==> src/rtl/uart_fifo_pkg.sv <==
package uart_fifo_pkg;
    localparam int BYTE_W = 8;

    typedef struct packed {
        logic brk;
        logic frm;
        logic par;
    } rx_err_t;

    localparam int ERR_W = $bits(rx_err_t);

    typedef struct packed {
        rx_err_t           err;
        logic [BYTE_W-1:0] data;
    } rx_entry_t;

    localparam int RX_W = $bits(rx_entry_t);

    typedef struct packed {
        logic tx_lvl;
        logic tx_rst;
        logic rx_rst;
        logic en;
    } ctl_word_t;

    function automatic logic has_err(rx_err_t e);
        return |e;
    endfunction
endpackage

==> src/rtl/byte_fifo.sv <==
module byte_fifo #(
    parameter int WIDTH = 8,
    parameter int DEPTH = 64,
    localparam int AW = (DEPTH > 1) ? $clog2(DEPTH) : 1,
    localparam int CW = $clog2(DEPTH + 1)
) (
    input  logic             clk,
    input  logic             rst,
    input  logic             flush,
    input  logic             one_deep,
    input  logic             push,
    input  logic [WIDTH-1:0] din,
    output logic             full,
    output logic             push_ok,
    input  logic             pop,
    output logic [WIDTH-1:0] dout,
    output logic             pop_ok,
    output logic [CW-1:0]    count
);
    logic [WIDTH-1:0] mem [DEPTH];
    logic [AW-1:0]    wp, rp;
    logic [CW-1:0]    cap;

    function automatic logic [AW-1:0] adv(logic [AW-1:0] p);
        return (p == AW'(DEPTH - 1)) ? '0 : p + 1'b1;
    endfunction

    assign cap     = one_deep ? CW'(1) : CW'(DEPTH);
    assign full    = (count >= cap);
    assign push_ok = push && !full;
    assign pop_ok  = pop && (count != '0);
    assign dout    = mem[rp];

    always_ff @(posedge clk) begin
        if (push_ok && !flush) mem[wp] <= din;
    end

    always_ff @(posedge clk) begin
        if (rst || flush) begin
            wp    <= '0;
            rp    <= '0;
            count <= '0;
        end else begin
            if (push_ok) wp <= adv(wp);
            if (pop_ok)  rp <= adv(rp);
            case ({push_ok, pop_ok})
                2'b10:   count <= count + 1'b1;
                2'b01:   count <= count - 1'b1;
                default: count <= count;
            endcase
        end
    end
endmodule

==> src/rtl/uart_fifo_ctl_reg.sv <==
module uart_fifo_ctl_reg
    import uart_fifo_pkg::*;
(
    input  logic      clk,
    input  logic      rst,
    input  logic      wr,
    input  ctl_word_t wdata,
    output logic      fifo_mode,
    output logic      tx_lvl,
    output logic      rx_flush,
    output logic      tx_flush,
    output logic      rda_clr
);
    always_comb begin
        rx_flush = 1'b0;
        tx_flush = 1'b0;
        if (wr) begin
            if (!wdata.en) begin
                rx_flush = 1'b1;
                tx_flush = 1'b1;
            end else begin
                rx_flush = wdata.rx_rst || !fifo_mode;
                tx_flush = wdata.tx_rst || !fifo_mode;
            end
        end
    end

    always_ff @(posedge clk) begin
        if (rst) begin
            fifo_mode <= 1'b0;
            tx_lvl    <= 1'b0;
            rda_clr   <= 1'b0;
        end else begin
            rda_clr <= rx_flush;
            if (wr) begin
                fifo_mode <= wdata.en;
                if (wdata.en) tx_lvl <= wdata.tx_lvl;
            end
        end
    end
endmodule

==> src/rtl/uart_fifo_ctl.sv <==
module uart_fifo_ctl
    import uart_fifo_pkg::*;
#(
    parameter int DEPTH = 64,
    localparam int CW = $clog2(DEPTH + 1)
) (
    input  logic              clk,
    input  logic              rst,
    input  logic              ctl_wr,
    input  logic [3:0]        ctl_wdata,
    output logic              fifo_mode,
    output logic              tx_level,
    output logic [CW-1:0]     rx_occupancy,
    input  logic              tx_push,
    input  logic [BYTE_W-1:0] tx_wdata,
    output logic              tx_full,
    input  logic              tx_pop,
    output logic [BYTE_W-1:0] tx_rdata,
    output logic              tx_empty,
    input  logic              tx_int_en,
    output logic              tx_data_req,
    output logic              tx_int,
    input  logic              rx_push,
    input  logic [BYTE_W-1:0] rx_wdata,
    input  logic [ERR_W-1:0]  rx_werr,
    output logic              rx_full,
    input  logic              rx_pop,
    output logic [BYTE_W-1:0] rx_rdata,
    output logic [ERR_W-1:0]  rx_rerr,
    output logic              data_ready,
    output logic              fifo_error,
    output logic              rda_clear
);
    logic          rx_flush, tx_flush;
    logic          rx_push_ok, rx_pop_ok, tx_push_ok, tx_pop_ok;
    logic [CW-1:0] tx_cnt, err_cnt;
    rx_entry_t     rx_in, rx_out;

    uart_fifo_ctl_reg u_ctl (
        .clk       (clk),
        .rst       (rst),
        .wr        (ctl_wr),
        .wdata     (ctl_word_t'(ctl_wdata)),
        .fifo_mode (fifo_mode),
        .tx_lvl    (tx_level),
        .rx_flush  (rx_flush),
        .tx_flush  (tx_flush),
        .rda_clr   (rda_clear)
    );

    byte_fifo #(.WIDTH(BYTE_W), .DEPTH(DEPTH)) u_txq (
        .clk      (clk),
        .rst      (rst),
        .flush    (tx_flush),
        .one_deep (!fifo_mode),
        .push     (tx_push),
        .din      (tx_wdata),
        .full     (tx_full),
        .push_ok  (tx_push_ok),
        .pop      (tx_pop),
        .dout     (tx_rdata),
        .pop_ok   (tx_pop_ok),
        .count    (tx_cnt)
    );

    assign rx_in.err  = rx_err_t'(rx_werr);
    assign rx_in.data = rx_wdata;

    byte_fifo #(.WIDTH(RX_W), .DEPTH(DEPTH)) u_rxq (
        .clk      (clk),
        .rst      (rst),
        .flush    (rx_flush),
        .one_deep (!fifo_mode),
        .push     (rx_push),
        .din      (rx_in),
        .full     (rx_full),
        .push_ok  (rx_push_ok),
        .pop      (rx_pop),
        .dout     (rx_out),
        .pop_ok   (rx_pop_ok),
        .count    (rx_occupancy)
    );

    assign rx_rdata   = rx_out.data;
    assign rx_rerr    = rx_out.err;
    assign data_ready = (rx_occupancy != '0);

    // Count of held receive entries whose error field is nonzero.
    always_ff @(posedge clk) begin
        if (rst || rx_flush) begin
            err_cnt <= '0;
        end else begin
            case ({rx_push_ok && has_err(rx_in.err), rx_pop_ok && has_err(rx_out.err)})
                2'b10:   err_cnt <= err_cnt + 1'b1;
                2'b01:   err_cnt <= err_cnt - 1'b1;
                default: err_cnt <= err_cnt;
            endcase
        end
    end
    assign fifo_error = (err_cnt != '0);

    assign tx_empty    = (tx_cnt == '0);
    assign tx_data_req = (fifo_mode && !tx_level) ? (tx_cnt <= CW'(DEPTH / 2)) : tx_empty;
    assign tx_int      = tx_data_req && tx_int_en;
endmodule

==> config.mk <==
export PLATFORM = sky130hd
export DESIGN_NAME = uart_fifo_ctl
export DESIGN_NICKNAME = d
export VERILOG_FILES = /design/src/rtl/uart_fifo_pkg.sv /design/src/rtl/byte_fifo.sv /design/src/rtl/uart_fifo_ctl_reg.sv /design/src/rtl/uart_fifo_ctl.sv
export SDC_FILE = /design/constraint.sdc
export NUM_CORES = 1
export LEC_CHECK = 0
export BUFFER_PORTS_ARGS = -buffer_cell sky130_fd_sc_hd__clkbuf_2
export CAP_MARGIN = 20
export CORE_ASPECT_RATIO = 1.75
export CORE_MARGIN = 1
export CORE_UTILIZATION = 35
export DETAILED_ROUTE_END_ITERATION = 8
export GPL_ROUTABILITY_DRIVEN = 0
export PLACE_DENSITY = 0.56
export SETUP_SLACK_MARGIN = 0.4
export SLEW_MARGIN = 20
export SYNTH_ARGS = -nofsm -noshare
export SYNTH_HDL_FRONTEND = slang
export SYNTH_HIERARCHICAL = 1
export SYNTH_SLANG_ARGS = --single-unit
==> constraint.sdc <==
create_clock -name clk -period 9.7 [get_ports clk]
set_input_delay 0.97 -clock clk [delete_from_list [all_inputs] [get_ports clk]]
set_output_delay 0.97 -clock clk [all_outputs]
set_load 0.005 [all_outputs]
======== Word level (Yosys, flattened, before mapping) ========
Memories as Yosys holds them, arrays and structs flattened. A register that Yosys moved wholly into a read port is not among the register bits.
Cells that the tools add are included.
Widths: inputs -> output; s select.
operators by class
  add/subtract/negate cells ............... 10
  $lt $le $gt $ge ......................... 3
  reduce and logical (&&, ||, !) cells .... 30
  eq/ne operators ......................... 10
  muxes and demuxes ....................... 21
operators by type and width
  cell                 number
  $mux 6               8
  $pmux 7 s2           3
  $add 6x1->6 const B  4
  $eq 6x6->1 const B   4
  $add 7x1->7 const B  3
  $reduce_bool 7->1    3
  $sub 7x1->7 const B  3
  $ge 7x7->1           2
  $logic_and 1x1->1    10
  $mux 1               9
  $le 7x6->1 const B   1
  $logic_not 7->1      1
  $mux 7               1
  $eq 2x1->1 const B   3
  $eq 2x2->1 const B   3
  $logic_not 1->1      6
  $reduce_bool 2->1    3
  $reduce_or 3->1      2
  $logic_or 1x1->1     4
  $reduce_and 2->1     1
storage, ports and cells
  bits in registers ....................... 48
  memories ................................ 2
  RAM bits ................................ 1,216
  input port bits ......................... 31
memory list
  memory     words  width  rd ports  clocked after memory_dff  write ports  RTL line         source
  u_rxq.mem  64     11     1         1                         1            byte_fifo.sv:20  logic [WIDTH-1:0] mem [DEPTH];
  u_txq.mem  64     8      1         1                         1            byte_fifo.sv:20

======== Logic depth before layout (Yosys ltp) ========
  depth after elaboration ................. 8
  gate-level depth with buffers ........... 20
  depth with buffers taken out ............ 15

======== Modules after synthesis ========
Netlist, hierarchy kept.
modules (own cells, without submodules)
  module              cells each  sequential area each (µm²)  instances  area an instance (µm²)
  byte_fifo at u_rxq  1,425       21,640.8                    1          28,591.2
  byte_fifo at u_txq  1,051       15,875.2                    1          21,048.9
  uart_fifo_ctl       102         140.1                       1          726.9
  uart_fifo_ctl_reg   13          60.1                        1          130.1

======== Worst setup path before layout ========
No wires, ideal clock.
  path kind ............................... flip-flop to flip-flop
  from .................................... register with a tool-made name
  to ...................................... register err_cnt[4]
  setup time .............................. 118 ps
  path buffers ............................ 6
  period minus slack after synthesis ...... 4,061 ps
  slack ................................... 5,639 ps
  arrival time ............................ 3,943 ps
  cell stages (with the launch flop) ...... 19
  cells stage by stage .................... dfxtp_1 > buf_2 > buf_4 > buf_4 > buf_4 > buf_2 > mux2_2 > a31oi_1 > nand4_1 > o31a_1 > ha_1 > buf_4 > xor2_1 > ha_1 > a21boi_1 > o22ai_1 > or3_1 > a21o_1 > mux2i_1
RTL lines
  element                 RTL line             source
  end signal: assignment  uart_fifo_ctl.sv:94  2'b10: err_cnt <= err_cnt + 1'b1;
  end signal: assignment  uart_fifo_ctl.sv:95  2'b01: err_cnt <= err_cnt - 1'b1;
  end signal: assignment  uart_fifo_ctl.sv:96  default: err_cnt <= err_cnt;
  end: declaration        uart_fifo_ctl.sv:36  logic [CW-1:0] tx_cnt, err_cnt;

==> summary.md <==
| Metric | Value |
|---|---|
| Status | finished, final reports clean |
| Data required time of the worst path | 8.73 ns |
| CP Data Arrival Time | 4.91 ns |
| Gate power share | 4.9% |
| Tcrit/Tclk final | 60.6% |
| Max Buffers Root-to-Sink | 3 |
| Chip Height | 504 um |
| Register area share after synthesis | 74.7% |
| Post-Route WL | 129 mm |
| Mux contribution to synthesized area | 14.3% |
| CTS resizes | 0 |
| Later-pin clock latency in the skew report | 0.75 ns |
| Post-synth top area share | 72.3% |
| Post-synthesis register bit count | 1276 |
| Largest net degree at the start of global routing | 95 |
| Grt ovf | 0 |
| VDD IR max | 0.000157 V |
| Synth Area in Simple Gates | 4.56% |
| EDFF count, synth | 1216 |
| Total of fill cells in the finished design | 12800 |
| Final Util | 39.8% |
| Sw power | 2.43 mW |
| Worst Setup Start Kind | register |
| Syn. warnings | 6 |
| Gr usage total | 17.8% |
| Syn Inst Count | 2591 |
| Worst-path maximum fanout | 38 |
| Root Driver | clkbuf_16 |
| Adder-cell share of the synthesized area | 0.674% |
| Die area | 146000 um^2 |
| Vias | 25500 |
| Clock network power share | 40.9% |
| Cell taking the most area after synthesis | edfxtp_1 |
| Area added between synthesis and finish | 13.0% |
| Setup bufs post-CTS | 0 |
| DRC Markers | 0 |
| Worst slew pin tran | 1.16 ns |
| Seq pwr share | 54.2% |
| Core Region | 143000 um^2 |
| Clk slew on worst S/H paths | 0.06 ns |
| Die Width | 289 um |
| Sw frac | 21.7% |
| Synth area leaders | edfxtp_1 72%, mux4_2 13%, dfxtp_1 2.4% |
| Crit. End Element | output port |
| Drt first pass iters | 5 |
| Complex-gate fraction of the synthesized area | 3.79% |
| Syn_nets | 2648 |
| Final hold vios | 0 |
| Avg WL per Cell | 27.6 um |
| Net count reported at finish | 2781 |
| Final max-slew violation count | 0 |
| DR vias/cell | 5.45 |
| Max-slew headroom | 22.6% |
| Gr busiest metal | met2 |
| Pre-CTS setup slack | 4.15 ns |
| DRT antenna net count | 0 |
| IO Pins | 67 |
| CTS tree | done |
| Starting DRT DRC Count | 2159 |
| Global-route wire length before repair | 187 mm |
| FMAX | 170 MHz |
| Max-capacitance violation count | 0 |
| Grt met1 use | 19.5% |
| P_leak | 17.2 nW |
| Largest family of logic cells by synthesized area | multiplexers |
| Synth unique cells | 78 |
| Hpwl dp | 84.6 mm |
| Total power density per cell area | 196 nW/um^2 |
| Period minus WS final | 5.88 ns |
| Mean post-synth cell area | 19.5 um^2 |
| Top FF cell, synth | edfxtp_1 |
| Number of setup violations in the final report | 0 |
| FFs w/ async S/R, synth | 0% |
| P_int | 8.78 mW |
| Number of global-route vias before repair | 26700 |
| Min-Delay Path Class | in2reg |
| RSZ-0062 raised after global routing | no |
| Initial core utilization | 35.2% |
| Met2 Use GR | 33.5% |
| Cell area after synthesis | 50500 um^2 |
| DP Cell Count | 4469 |
| Xor/xnor share of the synthesized area | 0.555% |
| Clock skew | 0.0876 ns |
| Setup TNS | 0 ns |
| CTS buffer count | 113 |
| Final WS setup | 3.82 ns |
| Clock Sinks | 1276 |
| Layout cell share with drive strength beyond 1 | 23.7% |
| CTS hold repair buffers | 0 |
| H-tree depth | 3 |
| Most common cell after layout, fill and taps aside | edfxtp_1 |
| Most frequent cells in the layout | 1216 x edfxtp_1, 285 x mux4_2, 189 x nor2_1, 113 x clkbuf_16, 92 x buf_4 |
| Final std cells w/o fill | 4680 |
| IO buf count | 66 |
| Cell Rows | 184 |
| Setup CP Type | reg2out |
| GR Util met3 | 2.21% |
| Initial antenna violation count | 3 |
## cell type report
| type | instances | area, um^2 | area share (%) |
|---|---|---|---|
| clock buffers | 128 | 2880 | 5.05 |
| clock inverters | 81 | 898 | 1.57 |
| diodes | 2 | 5.00 | 0.00877 |
| inverters | 18 | 67.6 | 0.118 |
| repair buffers | 160 | 1040 | 1.83 |
| flip-flops and latches | 1276 | 37700 | 66.1 |
| multi-input cells | 1155 | 12100 | 21.2 |
| well taps | 1860 | 2330 | 4.08 |
## cell usage after synthesis, drive strengths merged, types with 15 or more instances
master  instances
ha             24
clkbuf         51
nand3          40
buf            91
nor3           18
nand4          16
o22ai          19
xor2           17
o21ai          39
a22oi          50
edfxtp       1216
mux4          285
nor2b          25
inv            18
mux2i          66
nand2          57
xnor2          15
nand2b         19
dfxtp          60
nor2          202
a21oi          41
## logic make-up after synthesis
| group | Yosys count |
|---|---|
| AND/OR/NAND/NOR | 465 |
| adder cells (fa/ha/maj) | 26 |
| XOR/XNOR | 32 |
| AO/OA/AOI/OAI | 268 |
| buffers and inverters | 160 |
| flip-flops | 1276 |
| multiplexers | 364 |
## through the flow
stage	cell area, um^2	power (mW)	hold WS [ns]
2_1_floorplan	50500	6.50	0.500
6_report	57100	11.2	0.510
4_1_cts	57100	11.3	0.455
3_3_place_gp	53200	6.74	0.524
5_1_grt	57100	11.5	0.498
3_5_place_dp	53300	6.76	0.546
## layer usage
metal	share of wire, %	up-vias
met3	4.3	243
met2	56	797
met4	4.5	4
li1	-	10900
met5	0.019	-
met1	35	13500
## critical path: stages (launching register included)
cell and delay (ns):
dfxtp_4 0.73, buf_4 0.68, buf_4 0.57, mux4_2 0.33, nor3_1 0.07, a2111oi_0 1.00, a21oi_1 0.20, a21oi_1 0.30
clkbuf_2 0.16
## sequential cells by signal, summed over array words and instances, names as in the netlist, named ones only
name and flops:
u_rxq/mem 704, u_txq/count 7, u_ctl/tx_lvl 1, err_cnt 7, u_rxq/count 7, u_txq/mem 512, u_rxq/rp 6, u_txq/rp 6
u_ctl/fifo_mode 1, u_rxq/wp 6, u_ctl/rda_clr 1, u_txq/wp 6
## worst paths after layout
check / cells past startpoint / start / slack (ns) / end
setup / recovery: 8 / register / 3.82 / rx_rdata[4]
hold / removal: 3 / ctl_wdata[3] / 0.51 / u_ctl/tx_lvl$_SDFFE_PP0P_
setup reg to reg: 14 / register / 4.14 / err_cnt[4]$_SDFFE_PP0P_
hold reg to reg: 2 / u_txq/rp[1]$_SDFFE_PP0N_ / 0.56 / register
## power by group through the flow
stage | logic [mW] | clock network, mW | registers [mW]
after floorplan | 0.329 | 0 | 6.18
after global placement | 0.546 | 0 | 6.19
after detailed placement | 0.564 | 0 | 6.19
after CTS | 0.565 | 4.68 | 6.07
after global routing | 0.597 | 4.86 | 6.07
final | 0.554 | 4.58 | 6.07
(Power assumes the default switching activity.)
